$ cat src/rtl/cen_pkg.sv
package cen_pkg;
  localparam int unsigned ADDR_W = 32;
  // constrained bits: 31..28, 17, 16, 14, 13, 11..8
  localparam logic [ADDR_W-1:0] HIT_MASK = 32'hF003_6F00;
  localparam logic [ADDR_W-1:0] HIT_VAL  = 32'h5000_0F00;
endpackage

$ cat src/rtl/cen_addr_match.sv
module cen_addr_match #(
  parameter int unsigned W = cen_pkg::ADDR_W,
  parameter logic [W-1:0] MASK = cen_pkg::HIT_MASK,
  parameter logic [W-1:0] VAL  = cen_pkg::HIT_VAL
) (
  input  logic [W-1:0] addr_i,
  output logic         hit_o
);
  localparam logic [W-1:0] VAL_M = VAL & MASK;
  assign hit_o = ((addr_i & MASK) == VAL_M);
endmodule

$ cat src/rtl/cen_cycle_gate.sv
module cen_cycle_gate (
  input  logic clk_i,
  input  logic rst_ni,
  input  logic as_n_i,
  input  logic rd_wr_i,
  input  logic ack_n_i,
  input  logic hit_i,
  output logic load_o
);
  logic done_q;

  // one load per strobe period
  assign load_o = !as_n_i && !rd_wr_i && !ack_n_i && hit_i && !done_q;

  always_ff @(posedge clk_i or negedge rst_ni) begin
    if (!rst_ni)     done_q <= 1'b0;
    else if (as_n_i) done_q <= 1'b0;
    else if (load_o) done_q <= 1'b1;
  end
endmodule

$ cat src/rtl/cen_flag.sv
module cen_flag (
  input  logic clk_i,
  input  logic rst_ni,
  input  logic load_i,
  input  logic d_i,
  output logic q_o
);
  always_ff @(posedge clk_i or negedge rst_ni) begin
    if (!rst_ni)     q_o <= 1'b0;
    else if (load_i) q_o <= d_i;
  end
endmodule

$ cat src/rtl/cache_en_snoop.sv
module cache_en_snoop #(
  parameter int unsigned ADDR_W = cen_pkg::ADDR_W,
  parameter logic [ADDR_W-1:0] MATCH_MASK = cen_pkg::HIT_MASK,
  parameter logic [ADDR_W-1:0] MATCH_VAL  = cen_pkg::HIT_VAL
) (
  input  logic              clk_i,
  input  logic              rst_ni,
  input  logic [ADDR_W-1:0] addr_i,
  input  logic              data0_i,
  input  logic              as_n_i,
  input  logic              rd_wr_i,
  input  logic              ack_n_i,
  output logic              cache_en_o
);
  logic hit;
  logic load;

  cen_addr_match #(.W(ADDR_W), .MASK(MATCH_MASK), .VAL(MATCH_VAL)) u_match (
    .addr_i (addr_i),
    .hit_o  (hit)
  );

  cen_cycle_gate u_gate (
    .clk_i   (clk_i),
    .rst_ni  (rst_ni),
    .as_n_i  (as_n_i),
    .rd_wr_i (rd_wr_i),
    .ack_n_i (ack_n_i),
    .hit_i   (hit),
    .load_o  (load)
  );

  cen_flag u_flag (
    .clk_i  (clk_i),
    .rst_ni (rst_ni),
    .load_i (load),
    .d_i    (data0_i),
    .q_o    (cache_en_o)
  );
endmodule

$ cat config.mk
export PLATFORM = sky130hd
export DESIGN_NAME = cache_en_snoop
export DESIGN_NICKNAME = d
export VERILOG_FILES = /design/src/rtl/cen_pkg.sv /design/src/rtl/cen_addr_match.sv /design/src/rtl/cen_cycle_gate.sv /design/src/rtl/cen_flag.sv /design/src/rtl/cache_en_snoop.sv
export SDC_FILE = /design/constraint.sdc
export NUM_CORES = 1
export LEC_CHECK = 0
export ABC_AREA = 1
export BUFFER_PORTS_ARGS = -buffer_cell sky130_fd_sc_hd__buf_4
export CAP_MARGIN = 30
export CORE_AREA = 2 2 39 41
export CTS_BUF_LIST = sky130_fd_sc_hd__clkbuf_2 sky130_fd_sc_hd__clkbuf_4 sky130_fd_sc_hd__clkbuf_8
export CTS_CLUSTER_SIZE = 16
export DETAILED_ROUTE_END_ITERATION = 16
export DIE_AREA = 0 0 41 43
export PLACE_DENSITY = 0.62
export SLEW_MARGIN = 20
export SYNTH_ARGS = -nofsm -noshare
export SYNTH_HDL_FRONTEND = slang
export SYNTH_HIERARCHICAL = 1
export SYNTH_SLANG_ARGS = --single-unit
$ cat constraint.sdc
create_clock -name clk_i -period 1 [get_ports clk_i]
set_input_delay 0.2 -clock clk_i [delete_from_list [all_inputs] [get_ports clk_i]]
set_output_delay 0.2 -clock clk_i [all_outputs]
set_load 0.05 [all_outputs]
==> metrics.yaml <==
status:
  status: "finished clean"
grt:
  grt-ovfl-total: 0
  antenna_found_initial: 0
  grt_use_total_pct: 7.329
  grt_pass1_wl_um: 745
  grt_max_degree: 3
  grt_pass1_vias: 220
worst_setup_path:
  cp.buffers_inverters: 1
  arrival_ns: 0.75
  critPathMaxFanout: 2
  cp_cell_sequence: "buf_6"
  slowest_delay_ns: 0.37
  path_delay_family: "flip-flops"
  end_kind: "output pin"
  critical_path_class: "flip-flop to output pin"
  slowest_stage: "dfrtp_1"
  required_ns: 0.80
  startpoint_type: "flip-flop"
drt:
  drtIter0Drc: 0
  drc: 0
  ant_nets: 0
  firstDrtPassIters: 1
  viasPerCell: 3.478
  vias: 233
  wl_per_cell_um: 6.731
  wirelength_um: 451
finish:
  layout_common_cells: "buf_4 (16), nand2_1 (9), inv_2 (5), inv_1 (4)"
  fin_area_um2: 369.1
  final_common_cell: "buf_4"
  drive_above_1_share_pct: 62.75
  fin_nets: 91
  area_growth_pct: 128.7
  diodes: 0
synthesis:
  yosysSeqAreaShare_pct: 31.01
  yosysTopAreaCellShare_pct: 31.01
  syn_nets: 67
  syn_area_um2: 161.4
  synth_cells: 29
  yosysWarnings: 6
  synth_area_leader_cell: "dfrtp_1"
  synthTopCellsByArea: "dfrtp_1 (31%), nand2_1 (26%), inv_1 (21%)"
  synth.avg_cell_area_um2: 5.566
  synth_cell_types: 6
  ys_seq_elements: 2
sta:
  period_minus_slack_ns: 0.9498
  whs_ns: 0.1856
  slew_viol_final: 0
  rsz0062_at_grt: "yes"
  slew-limit-headroom_pct: 91.79
  fin_skew_ns: 0.002730
  hold_viol_final: 0
  finalCritPeriodShare_pct: 94.98
  max_freq_ghz: 1.053
  max_slew.worst_pin.slew_ns: 0.1227
  finalSetupViolations: 0
clocking:
  tritoncts: "built"
  clk_pin_slew_worst_paths_ns: 0.03
  clockBufferDepth: 2
  cts-root-buf: "clkbuf_4"
  h-tree-depth: 1
  clock_latency_ns: 0.22
  cts-buffers-inserted: 3
  postCtsSetupBuffers: 0
  cts.sinks: 2
placed_design:
  placed_area_um2: 316.6
  hpwl_um: 354.2
  io_buffers: 18
  routabilityCongestion: 0.4988
power_and_ir_drop:
  switching_share_pct: 19.56
  internal_power_uw: 265.5
  clockPowerShare_pct: 53.2
  p_comb_share_pct: 22.0
  p_seq_share_pct: 24.7
  irDropWorstVdd_uv: 412.2
  p_per_area_nw_per_um2: 894.0
  power.leakage_nw: 0.2068
  power.switching_uw: 64.54
floorplanning:
  coreArea_um2: 1384
  die_h_um: 43
  dieWidth_um: 41
  io-pin-count: 39
  die-area_um2: 1763
  initial_core_util_pct: 11.66
  rows: 14
min_path:
  hp-class: "input port to flip-flop"
flow_run:
  cap_violations: 0
[cells by family after synthesis]
kind of cell	Yosys count	share of synthesized area, %
flops	2	31.01
buf+inv	9	20.93
simple gates	18	48.07
[metal layers]
metal,part of all wire [%],global-route usage [%]
met3,12,6.283
met1,33,5.788
met4,0,8.000
met2,55,9.688
met5,0,0
[power by group through the flow]
stage,clock (mW),combinational (mW),sequential [mW]
after detailed placement,0,0.0641,0.0825
after floorplan,0,0.0113,0.0827
after global placement,0,0.0629,0.0825
after CTS,0.188,0.0673,0.0816
final,0.176,0.0728,0.0817
after global routing,0.205,0.0812,0.0815
[area by class of cell]
cell class | instances | area (um2)
repair buffers | 19 | 152.6
flip-flops and latches | 2 | 50.05
inverters | 9 | 33.78
well taps | 16 | 20.02
fillers | 163 | 1015
multi-input cells | 18 | 90.09
clock buffers | 3 | 22.52
[flip-flops by register name, indices dropped and copies added, names as in the netlist]
register       cells
u_gate/done_q      1
u_flag/q_o         1
[cell usage after synthesis (all sizes together)]
cell type	n
nand2	11
nand4	1
nor2	6
dfrtp	2
inv	9
[path summary, 6_finish.rpt]
kind                       cells after the start            end           from  slack [ns]
setup reg to reg                               4     u_flag/q_o  u_gate/done_q        0.25
max in group asynchronous                      2     u_flag/q_o         rst_ni        0.61
hold / removal                                 3     u_flag/q_o        data0_i        0.19
min in group asynchronous                      2  u_gate/done_q         rst_ni        0.30
setup / recovery                               1     cache_en_o     u_flag/q_o        0.05
hold reg to reg                                2     u_flag/q_o     u_flag/q_o        0.49
[stage by stage]
step	std cells	total power [mW]	utilization (%)	setup WS, ns	setup TNS [ns]
floorplan	29	0.09398	-	0.01609	0
global placement	63	0.1454	22.88	-0.1626	-0.1626
detailed placement	63	0.1466	22.88	-0.1777	-0.1777
CTS	67	0.3369	25.23	0.01544	0
global route	67	0.3678	26.67	0.001296	0
finish	67	0.3300	26.67	0.05025	0
[repair_timing]
item / in CTS / in global routing
hold endpoints to repair: 2 / 0
hold buffers: 1 / 0
endpoints found under the setup margin: 0 / 2
gates resized for setup: 0 / 11
Power figures use the tool's default switching activity.
